## config.mk

```make
export PLATFORM = sky130hd
export DESIGN_NAME = msi_irq_ctrl
export DESIGN_NICKNAME = d
export VERILOG_FILES = /design/src/rtl/msi_pkg.sv /design/src/rtl/msi_edge_detect.sv /design/src/rtl/msi_reg_file.sv /design/src/rtl/msi_msg_issuer.sv /design/src/rtl/msi_irq_ctrl.sv
export SDC_FILE = /design/constraint.sdc
export NUM_CORES = 1
export LEC_CHECK = 0
export BUFFER_PORTS_ARGS = -buffer_cell sky130_fd_sc_hd__buf_2
export CORE_MARGIN = 3
export CORE_UTILIZATION = 45
export CTS_BUF_LIST = sky130_fd_sc_hd__clkbuf_2 sky130_fd_sc_hd__clkbuf_4 sky130_fd_sc_hd__clkbuf_8
export DETAILED_ROUTE_END_ITERATION = 10
export PLACE_DENSITY = 0.71
export SYNTH_ARGS = -nofsm -noshare
export SYNTH_HDL_FRONTEND = slang
export SYNTH_SLANG_ARGS = --single-unit
export TNS_END_PERCENT = 20
```

## constraint.sdc

```tcl
create_clock -name clk -period 1.45 [get_ports clk]
set_input_delay 0.145 -clock clk [delete_from_list [all_inputs] [get_ports clk]]
set_output_delay 0.145 -clock clk [all_outputs]
set_load 0.1 [all_outputs]
```

## src/rtl/msi_pkg.sv

```systemverilog
package msi_pkg;
  localparam int DATA_W  = 32;
  localparam int ADDR_W  = 3;
  localparam int ALIGN_W = 5;

  localparam logic [ADDR_W-1:0] OFF_REQ  = 3'd0;
  localparam logic [ADDR_W-1:0] OFF_MASK = 3'd1;
  localparam logic [ADDR_W-1:0] OFF_PEND = 3'd2;
  localparam logic [ADDR_W-1:0] OFF_CTRL = 3'd3;
  localparam logic [ADDR_W-1:0] OFF_TGT  = 3'd4;

  localparam logic [DATA_W-1:0] TGT_RESET = 32'hFFFB_0003;
endpackage

```

## src/rtl/msi_edge_detect.sv

```systemverilog
module msi_edge_detect #(
  parameter int NUM_IRQ = 8
) (
  input  logic               clk,
  input  logic               rst_n,
  input  logic [NUM_IRQ-1:0] irq_in,
  output logic [NUM_IRQ-1:0] rise
);
  logic [NUM_IRQ-1:0] prev_q;

  always_ff @(posedge clk) begin
    if (!rst_n) prev_q <= '0;
    else        prev_q <= irq_in;
  end

  assign rise = irq_in & ~prev_q;

  // a level held high does not report an edge again
  p_no_repeat_edge_r12: assert property (@(posedge clk) disable iff (!rst_n)
    (irq_in == $past(irq_in)) |-> (rise == '0));
endmodule

```

## src/rtl/msi_reg_file.sv

```systemverilog
module msi_reg_file
  import msi_pkg::*;
#(
  parameter int NUM_IRQ = 8
) (
  input  logic               clk,
  input  logic               rst_n,
  input  logic               cmd_valid,
  output logic               cmd_ready,
  input  logic               cmd_write,
  input  logic [ADDR_W-1:0]  cmd_addr,
  input  logic [DATA_W-1:0]  cmd_wdata,
  output logic               rsp_valid,
  input  logic               rsp_ready,
  output logic [DATA_W-1:0]  rsp_rdata,
  output logic               rsp_err,
  output logic               mask_err,
  input  logic [NUM_IRQ-1:0] rise,
  output logic [NUM_IRQ-1:0] req_q,
  output logic [NUM_IRQ-1:0] pend_q,
  output logic [NUM_IRQ-1:0] mask_eff,
  output logic               suppress,
  output logic [DATA_W-1:0]  target_q
);
  localparam logic [DATA_W-1:0] IMPL_BITS = DATA_W'({NUM_IRQ{1'b1}});

  logic [DATA_W-1:0] mask_q, ctrl_q, rd_data;
  logic              rd_err, accept, wr, pend_clr;

  assign cmd_ready = !rsp_valid || rsp_ready;
  assign accept    = cmd_valid && cmd_ready;
  assign wr        = accept && cmd_write;
  assign pend_clr  = accept && (cmd_addr == OFF_PEND);
  assign mask_eff  = mask_q[NUM_IRQ-1:0];
  assign suppress  = ctrl_q[0];

  always_comb begin
    rd_data = '0;
    rd_err  = 1'b0;
    case (cmd_addr)
      OFF_REQ:  rd_data = DATA_W'(req_q);
      OFF_MASK: rd_data = mask_q;
      OFF_PEND: rd_data = DATA_W'(pend_q);
      OFF_CTRL: rd_data = {{(DATA_W-1){1'b0}}, ctrl_q[0]};
      OFF_TGT:  rd_data = target_q;
      default:  rd_err  = 1'b1;
    endcase
  end

  always_ff @(posedge clk) begin
    if (!rst_n) begin
      rsp_valid <= 1'b0;
      rsp_rdata <= '0;
      rsp_err   <= 1'b0;
      mask_err  <= 1'b0;
      req_q     <= '0;
      pend_q    <= '0;
      mask_q    <= '0;
      ctrl_q    <= '0;
      target_q  <= TGT_RESET;
    end else begin
      if (accept) begin
        rsp_valid <= 1'b1;
        rsp_rdata <= rd_data;
        rsp_err   <= rd_err;
      end else if (rsp_ready) begin
        rsp_valid <= 1'b0;
      end
      mask_err <= wr && (cmd_addr == OFF_MASK) &&
                  (|(cmd_wdata & ~IMPL_BITS)) && !(&cmd_wdata);
      req_q  <= req_q | (rise & mask_q[NUM_IRQ-1:0]);
      pend_q <= (pend_clr ? '0 : pend_q) | rise;
      if (wr && cmd_addr == OFF_MASK) mask_q   <= cmd_wdata;
      if (wr && cmd_addr == OFF_CTRL) ctrl_q   <= cmd_wdata;
      if (wr && cmd_addr == OFF_TGT)  target_q <= cmd_wdata;
    end
  end

  // request bits are never lost outside reset
  p_req_sticky_r2: assert property (@(posedge clk) disable iff (!rst_n)
    ((req_q & $past(req_q)) == $past(req_q)));
  // a held response stays put
  p_rsp_hold_r11: assert property (@(posedge clk) disable iff (!rst_n)
    (rsp_valid && !rsp_ready) |=> (rsp_valid && $stable(rsp_rdata) && $stable(rsp_err)));
  // an error response never carries data
  p_err_zero_r10: assert property (@(posedge clk) disable iff (!rst_n)
    (rsp_valid && rsp_err) |-> (rsp_rdata == '0));
endmodule

```

## src/rtl/msi_msg_issuer.sv

```systemverilog
module msi_msg_issuer
  import msi_pkg::*;
#(
  parameter int NUM_IRQ = 8
) (
  input  logic               clk,
  input  logic               rst_n,
  input  logic [NUM_IRQ-1:0] new_req,
  input  logic [DATA_W-1:0]  target,
  output logic               msg_valid,
  input  logic               msg_ready,
  output logic [DATA_W-1:0]  msg_addr,
  output logic [DATA_W-1:0]  msg_data
);
  logic [NUM_IRQ-1:0] queue_q, grant;
  logic               can_load;

  // lowest waiting input wins
  assign grant    = queue_q & (~queue_q + NUM_IRQ'(1));
  assign can_load = !msg_valid || msg_ready;

  always_ff @(posedge clk) begin
    if (!rst_n) begin
      queue_q   <= '0;
      msg_valid <= 1'b0;
      msg_addr  <= '0;
      msg_data  <= '0;
    end else begin
      queue_q <= (queue_q & ~(can_load ? grant : '0)) | new_req;
      if (can_load) begin
        msg_valid <= |queue_q;
        if (|queue_q) begin
          msg_addr <= {target[DATA_W-1:ALIGN_W], {ALIGN_W{1'b0}}};
          msg_data <= DATA_W'(target[ALIGN_W-1:0]);
        end
      end
    end
  end

  // a stalled message is held unchanged
  p_msg_hold_r9: assert property (@(posedge clk) disable iff (!rst_n)
    (msg_valid && !msg_ready) |=> (msg_valid && $stable(msg_addr) && $stable(msg_data)));
  // message address is aligned and data fits the low field
  p_msg_shape_r3: assert property (@(posedge clk) disable iff (!rst_n)
    msg_valid |-> (msg_addr[ALIGN_W-1:0] == '0 && msg_data[DATA_W-1:ALIGN_W] == '0));
endmodule

```

## src/rtl/msi_irq_ctrl.sv

```systemverilog
module msi_irq_ctrl
  import msi_pkg::*;
#(
  parameter int NUM_IRQ = 8
) (
  input  logic               clk,
  input  logic               rst_n,
  input  logic [NUM_IRQ-1:0] irq_in,
  input  logic               cmd_valid,
  output logic               cmd_ready,
  input  logic               cmd_write,
  input  logic [2:0]         cmd_addr,
  input  logic [31:0]        cmd_wdata,
  output logic               rsp_valid,
  input  logic               rsp_ready,
  output logic [31:0]        rsp_rdata,
  output logic               rsp_err,
  output logic               mask_err,
  output logic               msg_valid,
  input  logic               msg_ready,
  output logic [31:0]        msg_addr,
  output logic [31:0]        msg_data
);
  logic [NUM_IRQ-1:0] rise, req_q, pend_q, mask_eff, new_req;
  logic               suppress;
  logic [DATA_W-1:0]  target_q;

  msi_edge_detect #(.NUM_IRQ(NUM_IRQ)) u_edge (
    .clk(clk), .rst_n(rst_n), .irq_in(irq_in), .rise(rise));

  msi_reg_file #(.NUM_IRQ(NUM_IRQ)) u_regs (
    .clk(clk), .rst_n(rst_n),
    .cmd_valid(cmd_valid), .cmd_ready(cmd_ready), .cmd_write(cmd_write),
    .cmd_addr(cmd_addr), .cmd_wdata(cmd_wdata),
    .rsp_valid(rsp_valid), .rsp_ready(rsp_ready), .rsp_rdata(rsp_rdata),
    .rsp_err(rsp_err), .mask_err(mask_err), .rise(rise),
    .req_q(req_q), .pend_q(pend_q), .mask_eff(mask_eff),
    .suppress(suppress), .target_q(target_q));

  assign new_req = rise & mask_eff & {NUM_IRQ{~suppress}};

  msi_msg_issuer #(.NUM_IRQ(NUM_IRQ)) u_issue (
    .clk(clk), .rst_n(rst_n), .new_req(new_req), .target(target_q),
    .msg_valid(msg_valid), .msg_ready(msg_ready),
    .msg_addr(msg_addr), .msg_data(msg_data));

  // every edge lands in pending
  p_pend_on_rise_r1: assert property (@(posedge clk) disable iff (!rst_n)
    (|rise) |=> ((pend_q & $past(rise)) == $past(rise)));
  // every unmasked edge lands in request
  p_req_on_rise_r2: assert property (@(posedge clk) disable iff (!rst_n)
    (|(rise & mask_eff)) |=> ((req_q & $past(rise & mask_eff)) == $past(rise & mask_eff)));
endmodule

```

# Word level (Yosys, flattened, before mapping)
# Cells that the tools add are included.
op_classes:
  muxes: 6
  mul: 0
  n_reduce_logical: 20
  n_bitwise: 12
  n_div: 0
  add_sub_neg: 1
  n_lt_le_gt_ge: 0
  n_eq_ne: 4
  shifts: 0
op_table:
  columns: ["op", "n"]
  rows:
  - ["$pmux W32 S5", 1]
  - ["$and A8 B8 Y8", 5]
  - ["$reduce_and A32 Y1", 1]
  - ["$not A8 Y8", 3]
  - ["$or A8 B8 Y8", 3]
  - ["$reduce_or A24 Y1", 1]
  - ["$mux W8", 2]
  - ["$add A8 B1 Y8 const B", 1]
  - ["$logic_and A1 B1 Y1", 8]
  - ["$reduce_or A8 Y1", 1]
  - ["$eq A3 B2 Y1 const B", 2]
  - ["$reduce_or A5 Y1", 1]
  - ["$eq A3 B1 Y1 const B", 1]
  - ["$eq A3 B3 Y1 const B", 1]
  - ["$logic_not A1 Y1", 3]
  - ["$logic_not A3 Y1", 1]
  - ["$mux W1", 3]
  - ["$logic_or A1 B1 Y1", 2]
  - ["$reduce_and A2 Y1", 1]
  - ["$reduce_bool A2 Y1", 1]
  - ["$not A1 Y1", 1]
word_totals:
  out_inout_bits: 101
  memories: 0
  latch_bits: 0
  mem_bits_rw: 0
  romBits: 0
  reg_bits: 165
  elab_cells: 57

# Logic depth before layout (Yosys ltp)
# Gate-level depths: netlist of run 1.
logic_depth:
  ltp_word: 7
  mapped_depth: 7

# Modules after synthesis
# A second synthesis of run 1 with hierarchy kept.
hier_totals:
  hier_cells: 797
  area_unflattened_um2: 6815.3
by_module_without_submodules:
  columns: ["mod", "seq_area_each_um2", "instances", "cells_per_inst", "area_per_inst_um2"]
  rows:
  - ["msi_reg_file", 2322.2, 1, 553, 4575.6]
  - ["msi_msg_issuer", 820.8, 1, 212, 1909.3]
  - ["msi_edge_detect", 160.2, 1, 24, 260.2]
  - ["msi_irq_ctrl", 0.0, 1, 8, 70.1]

# Least setup slack after synthesis of run 1
# OpenSTA, ideal clock, no wires.
synth_timing:
  path_kind: "register to register"
  startpoint: "register u_regs.rsp_valid"
  endpoint: "register u_regs.mask_q[10]"
  synth_period_minus_slack_ps: 2770
  setup_time_ps: 132
  arrival_time_ps: 2637
  stages_incl_launch_ff: 7
  setup_slack_ps: -1320
  t_required_ps: 1318
  path_buffers: 2
  cell_sequence: "dfxtp_1 nand2b_1 clkbuf_1 nand4_1 clkbuf_1 nand2_1 a21oi_1"
synth_between:
  elab_chain_cells: 5
synth_lines:
  columns: ["element", "line", "source"]
  rows:
  - ["start: declaration", "msi_reg_file.sv:13", "output logic rsp_valid,"]
  - ["start signal: assignment", "msi_reg_file.sv:52", "rsp_valid <= 1'b0;"]
  - ["start signal: assignment", "msi_reg_file.sv:63", "rsp_valid <= 1'b1;"]
  - ["start signal: assignment", "msi_reg_file.sv:67", "rsp_valid <= 1'b0;"]
  - ["$logic_not A1 Y1", "msi_reg_file.sv:30", "assign cmd_ready = !rsp_valid || rsp_ready;"]
  - ["$logic_or A1 B1 Y1", "msi_reg_file.sv:30", null]
  - ["net cmd_ready", "msi_irq_ctrl.sv:10", "output logic cmd_ready,"]
  - ["$logic_and A1 B1 Y1", "msi_reg_file.sv:31", "assign accept = cmd_valid && cmd_ready;"]
  - ["$logic_and A1 B1 Y1", "msi_reg_file.sv:32", "assign wr = accept && cmd_write;"]
  - ["$logic_and A1 B1 Y1", "msi_reg_file.sv:73", "if (wr && cmd_addr == OFF_MASK) mask_q <= cmd_wdata;"]
  - ["end signal: assignment", "msi_reg_file.sv:73", null]
  - ["end: declaration", "msi_reg_file.sv:27", "logic [DATA_W-1:0] mask_q, ctrl_q, rd_data;"]
# The timed path passes the listed nets, and every way through them passes these cells.
# A chain may end at the register's enable or synchronous reset.

# Worst setup path after layout of run 1
layout_timing:
  startpoint: "register u_regs.rsp_rdata[28]"
  endpoint: "output port rsp_rdata[28]"
layout_lines:
  columns: ["element", "line", "source"]
  rows:
  - ["start: declaration", "msi_reg_file.sv:15", "output logic [DATA_W-1:0] rsp_rdata,"]
  - ["start signal: assignment", "msi_reg_file.sv:64", "rsp_rdata <= rd_data;"]
  - ["end: declaration", "msi_irq_ctrl.sv:16", "output logic [31:0] rsp_rdata,"]
# No word-level cell between the ends.

==> impl_results.md, run 1 <==
- DR vias: 6,250
- # IOs: 150
- Synthesized-area fraction occupied by adder cells: 0
- Area Overhead vs Synth: 27.9%
- Setup_tns: 0 ns
- Leak: 3.42 nW
- Drt pass-1 iters: 5
- Buf/Inv on CP: 1
- XOR/XNOR share of the synthesized area: 0
- Total grt overflow: 0
- Final ANT Viol Nets: 0
- Register area share after synthesis: 0.494
- Hold Crit Start: msg_ready
- Final Core Density: 0.601
- GRT Util Overall: 0.229
- WHS: 0.0782 ns
- Simple-Gate Fraction of Synth Area: 0.255
- Crit-path max FO: 2
- Setup crit start kind: register
- Clk Latency, worst-skew pair: 0.47 ns
- Chip width: 128 um
- Synthesized area: 6680 um^2
- Initial antenna violation count: 0
- EDFF count, synth: 0
- Yosys reg bits: 165
- Pin count of the biggest net entering global routing: 65
- DP HPWL: 12,600 um
- CP arrival: 1.26 ns
- Clock sink count: 165
- Async S/R FF share, synth: 0
- I/O Buffers: 117
- Core area: 14,200 um^2
- Cell Chain, Critical Path: buf_2
- Final setup viols: 0
- Worst path required time: 1.31 ns
- Kind of end point of the critical path: primary output
- Proportion of synthesized area in mux cells: 0.0137
- DIE AREA: 16,300 um^2
- RSZ-0062 raised after global routing: false
- Warnings from Yosys: 0
- Syn avg cell area: 8.05 um^2
- Vias in the first global route: 5,780
- Placed Cells: 1,101
- Clk slew on worst S/H paths: 0.09 ns
- Worst Hold Class: input pin to register
- Max VDD drop: 0.000651 V
- CTS root buffer: clkbuf_8
- Fin. Hold Viols: 0
- CTS max path bufs: 2
- First-pass GRT wire length: 30,000 um
- # diodes: 0
- Crit Path Category: register to primary output
- Die Y-Extent: 128 um
- Final instance area: 8540 um^2
- Delay-heaviest family, CP: buffers and inverters
- Nets: 1,036
- Post-route clock period utilization: 0.972
- Share of layout cells above drive strength 1: 0.202
- CTS tree: built
- Place WS: 0.00852 ns
- Largest family of logic cells by synthesized area: simple AND/OR/NAND/NOR gates
- Final max-slew violation count: 0
- RR Startpoint: u_issue.queue_q[5]$_SDFF_PN0_
- CP peak stage delay: 0.44 ns
- Initial core utilization: 0.470
- Crit path from: u_regs.rsp_rdata[28]$_SDFFE_PN0P_
- Setup ws final: 0.0411 ns
- CP max-delay cell: buf_2
- Drt via density: 5.30
- Post-synthesis compound-gate area fraction: 0.159
- DR DRC count: 0
- Rows: 43
- Initial drt markers: 754
- WL final: 19,400 um
- Min cycle time layout: 1.41 ns
- Most used DFF post-synth: dfxtp_1
- GPL Wtd Cong: 0.876
- Clk_skew: 0.00941 ns
- TritonCTS Buffers: 17
- Avg WL per Cell: 16.5 um
- Max frequency: 710 MHz
- DP Area: 7510 um^2
- Final Non-Filler Cells: 1,180
- H-tree depth: 4
- Post-route total power: 9.92 mW
- Status: complete, no violations
- Max-cap violations: 0
- Power density cells: 1160 nW/um^2
- Synth unique cells: 40
- Gate Count Post-Synth: 830
[power breakdown]
part / internal (mW) / leakage, nW / switching, mW
Clock: 2.26 / 0.246 / 1.70
Combinational: 0.322 / 1.83 / 0.974
Sequential: 4.61 / 1.34 / 0.0523
Total: 7.19 / 3.42 / 2.73
[timing repair]
action / 4_1_cts / 5_1_grt
endpoints found under the hold margin: 74 / 0
pin swaps: 0 / 1
hold buffers: 42 / 0
cloned: 0 / 4
resized for setup: 4 / 12
buffers inserted: 0 / 1
setup endpoints to repair: 4 / 41
[metal layers]
metal | track usage | routed length (um) | up-vias
li1 | - | - | 3066
met1 | 0.324 | 8850 | 2884
met2 | 0.338 | 8600 | 262
met3 | 0.0492 | 1440 | 38
met4 | 0.0999 | 550 | 0
met5 | 0 | 0 | -
[kinds of logic (layout without fill, tap and decap cells)]
group	count (synthesis)	count (layout)
simple gates	371	371
compound gates	186	186
flops	165	165
buf+inv	98	237
mux	9	9
other cells	1	32
[cell usage after synthesis (all sizes together), types with 9 or more instances]
cell type  instances  area share
nor2              27       0.015
o21ai             37       0.028
or2               32       0.030
buf               51       0.051
a22oi             25       0.028
nand4             13       0.012
nand2            202        0.11
and2               9      0.0084
clkbuf            41       0.023
nor2b             10      0.0094
nand3             53       0.040
dfxtp            165        0.49
a21oi            107       0.080
[area by class of cell]
type / instances / area (um^2)
Fill cell: 1288 / 5660
Sequential cell: 165 / 3310
Multi-Input combinational cell: 598 / 3010
Timing Repair Buffer: 199 / 1500
Clock buffer: 18 / 248
Clock inverter: 14 / 231
Tap cell: 180 / 225
Inverter: 6 / 22.5
[registers in the layout, summed over array words and instances, names as in the netlist]
| signal | count |
|---|---|
| u_regs.req_q | 8 |
| u_regs.rsp_rdata | 32 |
| u_issue.queue_q | 8 |
| u_regs.rsp_err | 1 |
| u_issue.msg_addr | 27 |
| u_regs.ctrl_q | 1 |
| u_regs.pend_q | 8 |
| u_issue.msg_data | 5 |
| u_issue.msg_valid | 1 |
| u_regs.target_q | 32 |
| u_regs.mask_q | 32 |
| u_regs.rsp_valid | 1 |
| u_edge.prev_q | 8 |
| u_regs.mask_err | 1 |
[worst paths after layout]
path                                                           to  slack, ns  depth (start not counted)
worst min register to register  u_issue.msg_addr[14]$_SDFFE_PN0P_       0.45                          2
worst max register to register   u_issue.msg_data[1]$_SDFFE_PN0P_       0.04                          6
worst min-delay path                u_issue.queue_q[0]$_SDFF_PN0_       0.08                          4
worst max-delay path                                rsp_rdata[28]       0.04                          1
[cells in the final DEF (no fill, tap or decap), types with 3 or more instances in the layout]
cell | synthesis | routed
buf_2 | 12 | 105
o21ai_0 | 4 | 4
nor2b_1 | 10 | 9
inv_1 | 5 | 5
buf_4 | 35 | 31
a21oi_1 | 107 | 107
mux2i_1 | 8 | 8
clkinv_2 | 0 | 5
or2_1 | 31 | 31
a22oi_1 | 25 | 25
clkbuf_4 | 0 | 7
a221o_1 | 7 | 7
clkbuf_8 | 0 | 18
nand3_1 | 53 | 53
o21ai_1 | 33 | 33
nand4_1 | 13 | 13
buf_6 | 0 | 3
buf_12 | 0 | 9
and2_1 | 9 | 9
bufinv_16 | 0 | 6
dfxtp_1 | 165 | 162
nand2_1 | 202 | 202
clkinv_4 | 0 | 3
dlygate4sd3_1 | 0 | 42
conb_1 | 1 | 32
and3b_1 | 3 | 3
nor2_1 | 27 | 27
nor4_1 | 8 | 8
No activity file was read; power rests on OpenSTA's default activity.
==> run 2: changes to the inputs <==
--- a/config.mk
+++ b/config.mk
@@ -10,7 +10,7 @@
 export CORE_UTILIZATION = 45
 export CTS_BUF_LIST = sky130_fd_sc_hd__clkbuf_2 sky130_fd_sc_hd__clkbuf_4 sky130_fd_sc_hd__clkbuf_8
 export DETAILED_ROUTE_END_ITERATION = 10
-export PLACE_DENSITY = 0.71
+export PLACE_DENSITY = 0.68
 export SYNTH_ARGS = -nofsm -noshare
 export SYNTH_HDL_FRONTEND = slang
 export SYNTH_SLANG_ARGS = --single-unit
==> constraint.sdc (replaced) <==
create_clock -name clk -period 1.68 [get_ports clk]
set_input_delay 0.168 -clock clk [delete_from_list [all_inputs] [get_ports clk]]
set_output_delay 0.168 -clock clk [all_outputs]
set_load 0.1 [all_outputs]
==> run 2 against run 1 <==
Net effect: design area fell by 3.0%; clock power fell by 27%; routed wire length fell by 6.1%; count of clock-buffer cells in the layout rose by 2; via count fell by 1.1%; critical path depth rose by 2; utilization fell by 1.8 points; critical endpoint is now cmd_ready.
==> impl_results.md, run 2 (synthesized netlist as in run 1, its figures left out) <==
- Place WS: 0.130 ns
- Drt via density: 5.26
- DIE AREA: 16,300 um^2
- RR Startpoint: u_issue.queue_q[2]$_SDFF_PN0_
- Final ANT Viol Nets: 0
- Initial antenna violation count: 0
- First-pass GRT wire length: 29,400 um
- RSZ-0062 raised after global routing: false
- Max-cap violations: 0
- CP max-delay cell: dfxtp_4
- Max frequency: 634 MHz
- I/O Buffers: 117
- CTS max path bufs: 2
- Area Overhead vs Synth: 24.0%
- Critical Path Stages: 3
- Most common cell after layout, fill and taps aside: nand2_1
- Post-route clock period utilization: 0.940
- DR DRC count: 0
- CTS root buffer: clkbuf_8
- WL final: 18,200 um
- Leak: 3.33 nW
- CP arrival: 1.41 ns
- WHS: 0.0311 ns
- Chip width: 128 um
- Core area: 14,200 um^2
- CTS tree: built
- TritonCTS Buffers: 17
- Reg2Reg Depth: 6
- Hold Crit Start: cmd_valid
- Initial drt markers: 474
- Fin. Hold Viols: 0
- Clock sink count: 165
- GRT Util Overall: 0.225
- Crit path from: u_regs.rsp_valid$_SDFFE_PN0P_
- Max VDD drop: 0.000498 V
- Worst path required time: 1.51 ns
- DR vias: 6,180
- Clk_skew: 0.0100 ns
- Most frequent cells in the layout: nand2_1 (202), dfxtp_1 (163), buf_2 (116)
- Setup ws final: 0.102 ns
- Avg WL per Cell: 15.5 um
- Kind of end point of the critical path: primary output
- Die Y-Extent: 128 um
- Status: complete, no violations
- Rows: 43
- # diodes: 0
- Vias in the first global route: 5,614
- Crit-path max FO: 9
- Share of layout cells above drive strength 1: 0.195
- Power density cells: 966 nW/um^2
- Pin count of the biggest net entering global routing: 93
- Initial core utilization: 0.470
- Top flop regs: u_regs.mask_q (32), u_regs.rsp_rdata (32), u_regs.target_q (32)
- Min cycle time layout: 1.58 ns
- Buf/Inv on CP: 2
- Drt pass-1 iters: 5
- Final Core Density: 0.584
- Post-CTS Setup Bufs: 0
- GPL Wtd Cong: 0.848
- Worst Hold Class: input pin to register
- Cell Chain, Critical Path: nand2b_2, buf_4, buf_4
- Final setup viols: 0
- DP HPWL: 12,500 um
- Clk Latency, worst-skew pair: 0.47 ns
- Final max-slew violation count: 0
- H-tree depth: 4
- Crit Path Category: register to primary output
- Delay-heaviest family, CP: buffers and inverters
- # IOs: 150
- CP peak stage delay: 0.35 ns
- Nets: 1,031
- Clk slew on worst S/H paths: 0.08 ns
- Worst Hold Path Cells: 3
- Total grt overflow: 0
- Setup crit start kind: register
- Most frequent CP cell: buf_4
run 2: power by group:
group / switching (mW) / internal (mW)
logic: 0.829 / 0.257
registers: 0.0443 / 3.98
clock network: 1.46 / 1.43
total: 2.33 / 5.67
run 2: final timing paths:
| kind | end | slack (ns) |
|---|---|---|
| setup reg to reg | u_issue.msg_addr[5]$_SDFFE_PN0P_ | 0.21 |
| hold reg to reg | u_issue.msg_addr[16]$_SDFFE_PN0P_ | 0.45 |
| setup / recovery | cmd_ready | 0.10 |
| hold / removal | u_regs.rsp_valid$_SDFFE_PN0P_ | 0.03 |
run 2: layer usage:
| layer | share of wire | track usage | wire length, um | vias to the layer above |
|---|---|---|---|---|
| met1 | 0.47 | 0.322 | 8640 | 2861 |
| met4 | 0.019 | 0.0811 | 338 | 0 |
| met2 | 0.43 | 0.330 | 7930 | 230 |
| met3 | 0.073 | 0.0546 | 1330 | 29 |
| li1 | - | - | - | 3060 |
| met5 | 0 | 0 | 0 | - |
run 2: layout make-up:
cell class	instances	area, um^2
Clock buffer	20	275
Clock inverter	11	124
Fill cell	1290	5920
Inverter	6	22.5
Multi-Input combinational cell	598	2990
Sequential cell	165	3310
Tap cell	180	225
Timing Repair Buffer	194	1340
run 2: worst reg2reg max path, stage by stage (launching register included):
cell and delay [ns]:
dfxtp_1 0.35, nor3_1 0.06, buf_4 0.14, a31oi_4 0.42, buf_4 0.25, nand3_1 0.09
o21ai_1 0.10
run 2: repair_timing:
action                                 CTS  global route
setup endpoints to repair                1             0
hold buffers                            40             0
endpoints found under the hold margin   72             0
gates resized for setup                  2             0
run 2: per-stage QoR:
stage / cells / cell area (um^2) / power [mW] / setup TNS [ns]
after floorplan: 861 / 6810 / 4.92 / -0.0984
after global placement: 1103 / 7480 / 5.11 / 0
after detailed placement: 1103 / 7480 / 5.12 / 0
after CTS: 1174 / 8290 / 8.04 / 0
after global routing: 1174 / 8290 / 8.26 / 0
final: 1174 / 8290 / 8.00 / 0
